==> src/rtl/csi_filt_pkg.sv <==
package csi_filt_pkg;
    typedef enum logic [1:0] {
        ST_HDR  = 2'd0,
        ST_PASS = 2'd1,
        ST_SKIP = 2'd2
    } filt_st_e;

    // Lowest data type code that denotes a long packet
    localparam logic [5:0] LONG_TYPE_MIN = 6'h10;
endpackage

==> src/rtl/csi_hdr_decode.sv <==
module csi_hdr_decode #(
    parameter int DATA_W = 32,
    parameter int DT_W   = 6,
    parameter int WC_W   = 16
) (
    input  logic [DATA_W-1:0] hdr_word,
    input  logic [DT_W-1:0]   cfg_type,
    output logic [WC_W-1:0]   hdr_wc,
    output logic              hdr_accept
);
    import csi_filt_pkg::*;

    logic [DT_W-1:0] dt;
    logic            is_long;

    always_comb begin
        dt         = hdr_word[DT_W-1:0];
        // byte 1 is the low half of the count, byte 2 the high half
        hdr_wc     = {hdr_word[23:16], hdr_word[15:8]};
        is_long    = (dt >= LONG_TYPE_MIN);
        hdr_accept = is_long && (dt == cfg_type);
    end
endmodule

==> src/rtl/csi_pay_gate.sv <==
module csi_pay_gate #(
    parameter int LANES = 4,
    parameter int WC_W  = 16,
    parameter int CNT_W = WC_W + 1
) (
    input  logic [CNT_W-1:0] cnt_q,
    input  logic [WC_W-1:0]  wc_q,
    output logic             in_window,
    output logic [CNT_W-1:0] cnt_next
);
    localparam logic [CNT_W-1:0] STEP = CNT_W'(LANES);

    always_comb begin
        in_window = (cnt_q < {1'b0, wc_q});
        cnt_next  = in_window ? (cnt_q + STEP) : cnt_q;
    end
endmodule

==> src/rtl/csi_pkt_filter.sv <==
module csi_pkt_filter #(
    parameter int LANES = 4,
    parameter int DT_W  = 6,
    parameter int WC_W  = 16
) (
    input  logic                 clk,
    input  logic                 rst_n,
    input  logic [DT_W-1:0]      cfg_type,
    input  logic                 in_valid,
    input  logic [LANES*8-1:0]   in_data,
    output logic                 out_valid,
    output logic [LANES*8-1:0]   out_data
);
    import csi_filt_pkg::*;

    localparam int DATA_W = LANES * 8;
    localparam int CNT_W  = WC_W + 1;

    typedef struct packed {
        filt_st_e          st;
        logic [WC_W-1:0]   wc;
        logic [CNT_W-1:0]  cnt;
        logic              ovalid;
        logic [DATA_W-1:0] odata;
    } filt_regs_t;

    filt_regs_t r_d, r_q;

    logic [WC_W-1:0]  dec_wc;
    logic             dec_accept;
    logic             gate_open;
    logic [CNT_W-1:0] gate_cnt_next;

    csi_hdr_decode #(
        .DATA_W (DATA_W),
        .DT_W   (DT_W),
        .WC_W   (WC_W)
    ) u_hdr (
        .hdr_word   (in_data),
        .cfg_type   (cfg_type),
        .hdr_wc     (dec_wc),
        .hdr_accept (dec_accept)
    );

    csi_pay_gate #(
        .LANES (LANES),
        .WC_W  (WC_W),
        .CNT_W (CNT_W)
    ) u_gate (
        .cnt_q     (r_q.cnt),
        .wc_q      (r_q.wc),
        .in_window (gate_open),
        .cnt_next  (gate_cnt_next)
    );

    always_comb begin
        r_d        = r_q;
        r_d.ovalid = 1'b0;
        if (!in_valid) begin
            r_d.st = ST_HDR;
        end else begin
            unique case (r_q.st)
                ST_HDR: begin
                    r_d.wc  = dec_wc;
                    r_d.cnt = '0;
                    r_d.st  = dec_accept ? ST_PASS : ST_SKIP;
                end
                ST_PASS: begin
                    if (gate_open) begin
                        r_d.ovalid = 1'b1;
                        r_d.odata  = in_data;
                    end
                    r_d.cnt = gate_cnt_next;
                end
                default: begin
                    r_d.st = ST_SKIP;
                end
            endcase
        end
    end

    always_ff @(posedge clk or negedge rst_n) begin
        if (!rst_n) begin
            r_q <= '{st: ST_HDR, wc: '0, cnt: '0, ovalid: 1'b0, odata: '0};
        end else begin
            r_q <= r_d;
        end
    end

    assign out_valid = r_q.ovalid;
    assign out_data  = r_q.odata;
endmodule

==> config.mk <==
export PLATFORM = sky130hd
export DESIGN_NAME = csi_pkt_filter
export DESIGN_NICKNAME = d
export VERILOG_FILES = /design/src/rtl/csi_filt_pkg.sv /design/src/rtl/csi_hdr_decode.sv /design/src/rtl/csi_pay_gate.sv /design/src/rtl/csi_pkt_filter.sv
export SDC_FILE = /design/constraint.sdc
export NUM_CORES = 1
export LEC_CHECK = 0
export ABC_AREA = 0
export CAP_MARGIN = 40
export CORE_MARGIN = 3
export CORE_UTILIZATION = 54
export DETAILED_ROUTE_END_ITERATION = 12
export PLACE_DENSITY_LB_ADDON = 0.15
export SLEW_MARGIN = 20
export SYNTH_ARGS = -nofsm -noshare
export SYNTH_HDL_FRONTEND = slang
export SYNTH_SLANG_ARGS = --single-unit
export TNS_END_PERCENT = 5
==> constraint.sdc <==
create_clock -name clk -period 4.7 [get_ports clk]
set_input_delay 1.41 -clock clk [delete_from_list [all_inputs] [get_ports clk]]
set_output_delay 1.41 -clock clk [all_outputs]
set_load 0.02 [all_outputs]
==> flow_metrics.py, run 1 <==
metrics = {
    "run_status": {
        "status": "complete, no violations",
    },
    "cts": {
        "postCtsSetupBuffers": 0,
        "cts-hold-fix-buffers": 0,
        "cts-root-to-sink-buffers": 2,
        "h-tree-depth": 3,
        "clkTransAtPathRegs_ps": 60,
        "worst_skew_late_latency_ps": 340,
        "clock-root-buffer": "sky130_fd_sc_hd__clkbuf_8",
        "cts_made_buffers": 9,
        "clock_sink_count": 66,
        "post_cts_resize_count": 0,
        "tritoncts_clock_tree": "yes",
    },
    "cells_and_area": {
        "share_of_post_route_cells_with_drive_strength_above_1_pct": 15.2,
        "num_antenna_cells": 0,
        "area.growth.synth_to_final_pct": 21.8,
        "nets_finish": 407,
        "post-route-cell-area_sq_mm": 0.00427,
    },
    "detailed_routing": {
        "drt-wirelength-per-cell_um": 14.8,
        "drt_pass1_iterations": 4,
        "vias": 2287,
        "remaining_drc_errors": 0,
        "vias_per_cell": 5.31,
        "wirelength_um": 6380,
        "drtIter0Drc": 64,
        "antenna_left": 0,
    },
    "timing": {
        "setup-tns-final_ps": 0,
        "worst-slew-pin-transition_ps": 691,
        "grt_setup_unrepaired": "no",
        "fin_hold_ws_ps": 490,
        "slew_violations": 0,
        "clock_skew_after_layout_ps": 4.91,
        "final_min_period_over_clock_period_pct": 72.0,
        "finalHoldViolations": 0,
        "timing.max_slew.rel_slack_pct": 53.9,
        "final_period_minus_worst_setup_slack_ps": 3380,
        "fmaxAchievable_mhz": 296,
        "setup_viol": 0,
        "setup_slack_ps": 1320,
    },
    "yosys": {
        "synth.top_cells.by_area": "sky130_fd_sc_hd__dfrtp_1 (47%), sky130_fd_sc_hd__mux2_4 (12%), sky130_fd_sc_hd__buf_4 (6.9%)",
        "yosys_top_cell_area_share_pct": 47.1,
        "synthArstFlopShare_pct": 100,
        "synthesis.nets": 361,
        "synth_edf_count": 0,
        "ys_warn_count": 0,
        "ys_seq_elements": 66,
        "synth_ff_type": "sky130_fd_sc_hd__dfrtp_1",
        "syn_area_per_cell_sq_um": 11.5,
        "synth_cells": 305,
        "synth_largest_area_cell": "sky130_fd_sc_hd__dfrtp_1",
        "netlist-cell-type-count": 46,
        "synth.cell_area_sq_mm": 0.00350,
        "synth_seq_area_share_pct": 47.1,
    },
    "floorplanning": {
        "design.core.area_sq_mm": 0.00610,
        "floorplan.rows": 28,
        "design.portCount": 74,
        "dieWidth_um": 86.5,
        "floorplan.initialDensity_pct": 57.5,
        "die_area_sq_mm": 0.00749,
        "dieHeight_um": 86.5,
    },
    "power": {
        "clock_power_share_pct": 37.7,
        "netSwitchingFraction_pct": 23.2,
        "register_share_of_total_power_pct": 48.7,
        "cell_internal_pwr_mw": 0.963,
        "vdd.ir_drop.worst_mv": 0.182,
        "share_comb_of_total_power_pct": 13.6,
        "power_switching_mw": 0.291,
        "finalPower_mw": 1.25,
        "leakagePower_nw": 2.03,
        "power-per-cell-area_mw_per_mm2": 294,
    },
    "setup_path": {
        "timing_worst_setup_path_type": "input pin to flop",
        "cp.arrival_ps": 3600,
        "worst_setup_path_end_kind": "flop",
        "ff2ff_setup_slack_ps": 1920,
        "critPathMaxFanout": 35,
        "worst-endpoint-required_ps": 4920,
        "startpoint_type": "input pin",
    },
    "grt": {
        "grt_start_max_net_pins": 36,
        "grt_util_all_layers_pct": 18.6,
        "grt_first_pass_wirelength_um": 10700,
        "globalRouteOverflowTotal": 0,
        "initial_antenna_violation_count": 0,
        "first_global_vias": 2267,
    },
    "placed_design": {
        "placed_cell_area_sq_mm": 0.00407,
        "dp_hpwl_um": 4710,
        "place_worst_setup_slack_ps": 950,
        "io_buffer_count": 73,
        "gp_congestion": 0.813,
    },
    "min_path": {
        "min-delay-path-class": "flop to flop",
    },
    "run": {
        "maxCapViolations": 0,
    },
}
[synth_stat cells (2+ instances only)]
cell type and n:
sky130_fd_sc_hd__nor2b_1 2, sky130_fd_sc_hd__a31oi_1 20, sky130_fd_sc_hd__mux2_1 5, sky130_fd_sc_hd__buf_6 3, sky130_fd_sc_hd__nand2b_1 7, sky130_fd_sc_hd__o21a_1 2, sky130_fd_sc_hd__dfrtp_1 66, sky130_fd_sc_hd__mux2_4 27
sky130_fd_sc_hd__a21oi_1 5, sky130_fd_sc_hd__nor2_1 6, sky130_fd_sc_hd__xor2_1 5, sky130_fd_sc_hd__and3_1 4, sky130_fd_sc_hd__nand3_1 7, sky130_fd_sc_hd__nand2_1 23, sky130_fd_sc_hd__nor4_1 2, sky130_fd_sc_hd__buf_4 32
sky130_fd_sc_hd__o22ai_1 3, sky130_fd_sc_hd__nand3b_1 2, sky130_fd_sc_hd__mux2_2 2, sky130_fd_sc_hd__and4_1 2, sky130_fd_sc_hd__clkbuf_1 5, sky130_fd_sc_hd__mux2i_1 2, sky130_fd_sc_hd__buf_2 2, sky130_fd_sc_hd__ha_1 15
sky130_fd_sc_hd__o21ai_0 17, sky130_fd_sc_hd__inv_1 19
[metal layers]
metal | global-route usage [%] | wire (um) | part of all wire (%) | vias to the layer above
met1 | 26.2 | 2990 | 47 | 1090
met5 | 0 | 0 | 0 | -
li1 | - | - | - | 1129
met3 | 5.80 | 401 | 6.3 | 6
met4 | 5.95 | 81 | 1.3 | 0
met2 | 27.4 | 2910 | 46 | 62
[critical path, stage by stage]
cell                              delay [ps]
sky130_fd_sc_hd__clkdlybuf4s50_1         540
sky130_fd_sc_hd__nand2b_4                 90
sky130_fd_sc_hd__a2111oi_4               350
sky130_fd_sc_hd__o311a_4                 360
sky130_fd_sc_hd__nand2_4                 350
sky130_fd_sc_hd__mux2_1                  470
[cell families after synthesis]
kind of cell	Yosys count	synth area share, %
flops	66	47.1
simple gates	65	10.0
mux	36	14.4
fa+ha+maj	15	5.36
buf+inv	61	10.7
xor+xnor	5	1.25
compound gates	57	11.1
[cells in the final DEF (no fill, tap or decap), drive strengths merged, types with 2 or more instances in the layout]
cell / Yosys / routed
a21oi: 5 / 5
a31oi: 20 / 20
and3: 4 / 4
and4: 2 / 2
buf: 37 / 5
clkbuf: 5 / 14
clkdlybuf4s50: 0 / 72
dfrtp: 66 / 66
ha: 15 / 15
inv: 19 / 19
mux2: 34 / 34
mux2i: 2 / 2
nand2: 25 / 25
nand2b: 8 / 8
nand3: 7 / 7
nand3b: 2 / 2
nor2: 6 / 6
nor2b: 2 / 2
nor4: 2 / 2
o21a: 2 / 2
o21ai: 18 / 18
o22ai: 4 / 4
xor2: 5 / 5
[path summary, 6_finish.rpt]
check / from / end / cells after the start
max in group asynchronous: rst_n / r_q[40] / 3
max reg2reg: r_q[41] / out_data[2] / 6
min: out_data[1] / out_data[1] / 1
min reg2reg: out_data[1] / out_data[1] / 1
max: in_valid / out_data[2] / 6
min in group asynchronous: rst_n / out_data[31] / 1
[registers in the layout, indices dropped and copies added (netlist names)]
register and count:
out_data 32, out_valid 1, r_q 33
[power groups by stage]
stage	combinational, mW	sequential (mW)	clock [mW]
final	0.170	0.611	0.472
after global routing	0.188	0.614	0.512
after CTS	0.173	0.611	0.486
after detailed placement	0.173	0.622	0
after global placement	0.165	0.621	0
after floorplan	0.100	0.618	0
[stage by stage]
stage,util (%),cells
after floorplan,-,305
after global placement,66.2,413
after detailed placement,66.8,415
after CTS,70.0,431
after global routing,70.0,431
final,70.0,431
[layout make-up]
type / instances / area (sq um)
fill: 451 / 1830
timing repair buffer: 77 / 776
clock inverter: 2 / 35.0
sequential: 66 / 1650
clock buffer: 14 / 163
tap: 75 / 93.8
multi-input combinational: 178 / 1480
inverter: 19 / 71.3
Note: power is estimated with default switching activity, not from simulation.
==> run 2, diff against run 1 <==
--- a/config.mk
+++ b/config.mk
@@ -8,7 +8,7 @@
 export ABC_AREA = 0
 export CAP_MARGIN = 40
 export CORE_MARGIN = 3
-export CORE_UTILIZATION = 54
+export CORE_UTILIZATION = 51
 export DETAILED_ROUTE_END_ITERATION = 12
 export PLACE_DENSITY_LB_ADDON = 0.15
 export SLEW_MARGIN = 20
==> constraint.sdc (replaced) <==
create_clock -name clk -period 3.3 [get_ports clk]
set_input_delay 0.99 -clock clk [delete_from_list [all_inputs] [get_ports clk]]
set_output_delay 0.99 -clock clk [all_outputs]
set_load 0.02 [all_outputs]
==> flow_metrics.py, run 2 (same netlist as run 1, synthesis figures left out) <==
metrics = {
    "cells_and_area": {
        "nets_finish": 412,
        "number_of_flip_flops_under_the_largest_register_name": 33,
        "layout.cells.most_common_list": "sky130_fd_sc_hd__clkdlybuf4s50_1 (72), sky130_fd_sc_hd__dfrtp_1 (66), sky130_fd_sc_hd__mux2_4 (27), sky130_fd_sc_hd__nand2_1 (23), sky130_fd_sc_hd__a31oi_1 (20)",
        "share_of_post_route_cells_with_drive_strength_above_1_pct": 17.2,
        "seqCellArea_sq_mm": 0.00165,
        "post-route-cell-area_sq_mm": 0.00430,
        "multi_input_comb_area_sq_mm": 0.00148,
        "layout.cells.most_common": "sky130_fd_sc_hd__clkdlybuf4s50_1",
        "area.growth.synth_to_final_pct": 22.6,
        "num_antenna_cells": 0,
        "fillerInstances": 535,
        "largest_register": "r_q",
    },
    "timing": {
        "worst-slew-pin-transition_ps": 652,
        "grt_setup_unrepaired": "no",
        "clock_skew_after_layout_ps": 7.07,
        "fmaxAchievable_mhz": 366,
        "final_period_minus_worst_setup_slack_ps": 2730,
        "setup-tns-final_ps": 0,
        "setup_viol": 0,
        "finalHoldViolations": 0,
        "final_min_period_over_clock_period_pct": 82.7,
        "slew_violations": 0,
        "timing.max_slew.rel_slack_pct": 56.5,
    },
    "cts": {
        "tritoncts_clock_tree": "yes",
        "clock_sink_count": 66,
        "worst_skew_late_latency_ps": 340,
        "cts_made_buffers": 9,
        "h-tree-depth": 3,
        "post_cts_resize_count": 0,
        "postCtsSetupBuffers": 0,
        "cts-hold-fix-buffers": 0,
        "clock-root-buffer": "sky130_fd_sc_hd__clkbuf_8",
        "clkTransAtPathRegs_ps": 70,
        "cts-root-to-sink-buffers": 2,
    },
    "setup_path": {
        "r2r_cells": 7,
        "worst-endpoint-required_ps": 3520,
        "startpoint_type": "input pin",
        "worstSetupStartpoint": "in_valid",
        "worst_setup_path_end_kind": "flop",
        "cp.arrival_ps": 2950,
        "timing_worst_setup_path_type": "input pin to flop",
        "critPathMaxFanout": 22,
        "timing.rr.start": "r_q[48]",
    },
    "min_path": {
        "min-delay-path-class": "input pin to async pin",
    },
    "detailed_routing": {
        "drt-wirelength-per-cell_um": 14.8,
        "drt_pass1_iterations": 4,
        "wirelength_um": 6480,
        "vias_per_cell": 5.35,
        "drtIter0Drc": 88,
        "antenna_left": 0,
        "vias": 2343,
        "remaining_drc_errors": 0,
    },
    "floorplanning": {
        "dieHeight_um": 88.9,
        "floorplan.initialDensity_pct": 53.9,
        "design.core.area_sq_mm": 0.00649,
        "floorplan.rows": 29,
        "design.portCount": 74,
        "dieWidth_um": 88.9,
        "die_area_sq_mm": 0.00790,
    },
    "power": {
        "leakagePower_nw": 2.04,
        "vdd.ir_drop.worst_mv": 0.265,
        "power-per-cell-area_mw_per_mm2": 413,
        "clock_power_share_pct": 37.3,
        "register_share_of_total_power_pct": 49.0,
        "power_switching_mw": 0.448,
        "cell_internal_pwr_mw": 1.33,
        "share_comb_of_total_power_pct": 13.7,
        "netSwitchingFraction_pct": 25.3,
    },
    "placed_design": {
        "placed_cell_area_sq_mm": 0.00408,
        "io_buffer_count": 73,
        "dp_hpwl_um": 4730,
        "gp_congestion": 0.793,
    },
    "run_status": {
        "status": "complete, no violations",
    },
    "grt": {
        "grt_first_pass_wirelength_um": 11300,
        "first_global_vias": 2376,
        "grt_start_max_net_pins": 37,
        "globalRouteOverflowTotal": 0,
        "grt_util_all_layers_pct": 18.6,
        "initial_antenna_violation_count": 0,
    },
    "run": {
        "maxCapViolations": 0,
    },
}
run 2: cell types whose count changed in the layout (fill, tap and decap cells not counted), sizes merged:
cell      change
buf           +5
clkbuf        -5
clkinv        +1
clkinvlp      +4
run 2: final cells by class:
type,count,share of cell area [%]
Sequential cell,66,38.4
Multi-Input combinational cell,178,34.4
Timing Repair Buffer,82,18.8
Clock buffer,9,2.88
Tap cell,77,2.24
Inverter,19,1.66
Clock inverter,7,1.63
run 2: final timing paths:
check                              end  slack, ps
setup / recovery           out_data[1]        570
hold / removal             out_data[7]        480
setup reg to reg           out_data[1]        810
hold reg to reg            out_data[0]        490
max in group asynchronous      r_q[63]       2110
min in group clk           out_data[0]        490
run 2: stage by stage:
| stage | setup WS [ps] | std cells | utilization, % | power, mW | hold WS (ps) |
|---|---|---|---|---|---|
| floorplan | 979 | 305 | - | 1.02 | 465 |
| global placement | 278 | 420 | 62.7 | 1.12 | 474 |
| detailed placement | 218 | 421 | 62.9 | 1.13 | 480 |
| CTS | 580 | 437 | 65.8 | 1.79 | 496 |
| global route | 468 | 438 | 66.2 | 1.87 | 470 |
| finish | 570 | 438 | 66.2 | 1.77 | 480 |
run 2: critical path, cell delays in order:
cell and delay (ps):
sky130_fd_sc_hd__clkdlybuf4s50_1 530, sky130_fd_sc_hd__nand2b_4 90, sky130_fd_sc_hd__a2111oi_4 380, sky130_fd_sc_hd__o311a_4 280, sky130_fd_sc_hd__nand2_4 50, sky130_fd_sc_hd__buf_4 270, sky130_fd_sc_hd__mux2_1 340
run 2: power by group through the flow:
stage / clock network [mW] / logic [mW] / registers (mW)
floorplan: 0 / 0.143 / 0.880
global placement: 0 / 0.238 / 0.884
detailed placement: 0 / 0.244 / 0.885
CTS: 0.680 / 0.245 / 0.869
global route: 0.720 / 0.271 / 0.874
finish: 0.662 / 0.244 / 0.869
run 2: layer usage:
layer  track usage [%]  wire (um)  share of wire, %  up-vias
li1                  -          -                 -     1137
met1              25.1       2970                46     1135
met2              29.0       3080                48       61
met3              3.82        310               4.8       10
met4              7.97        112               1.7        0
met5                 0          0                 0        -
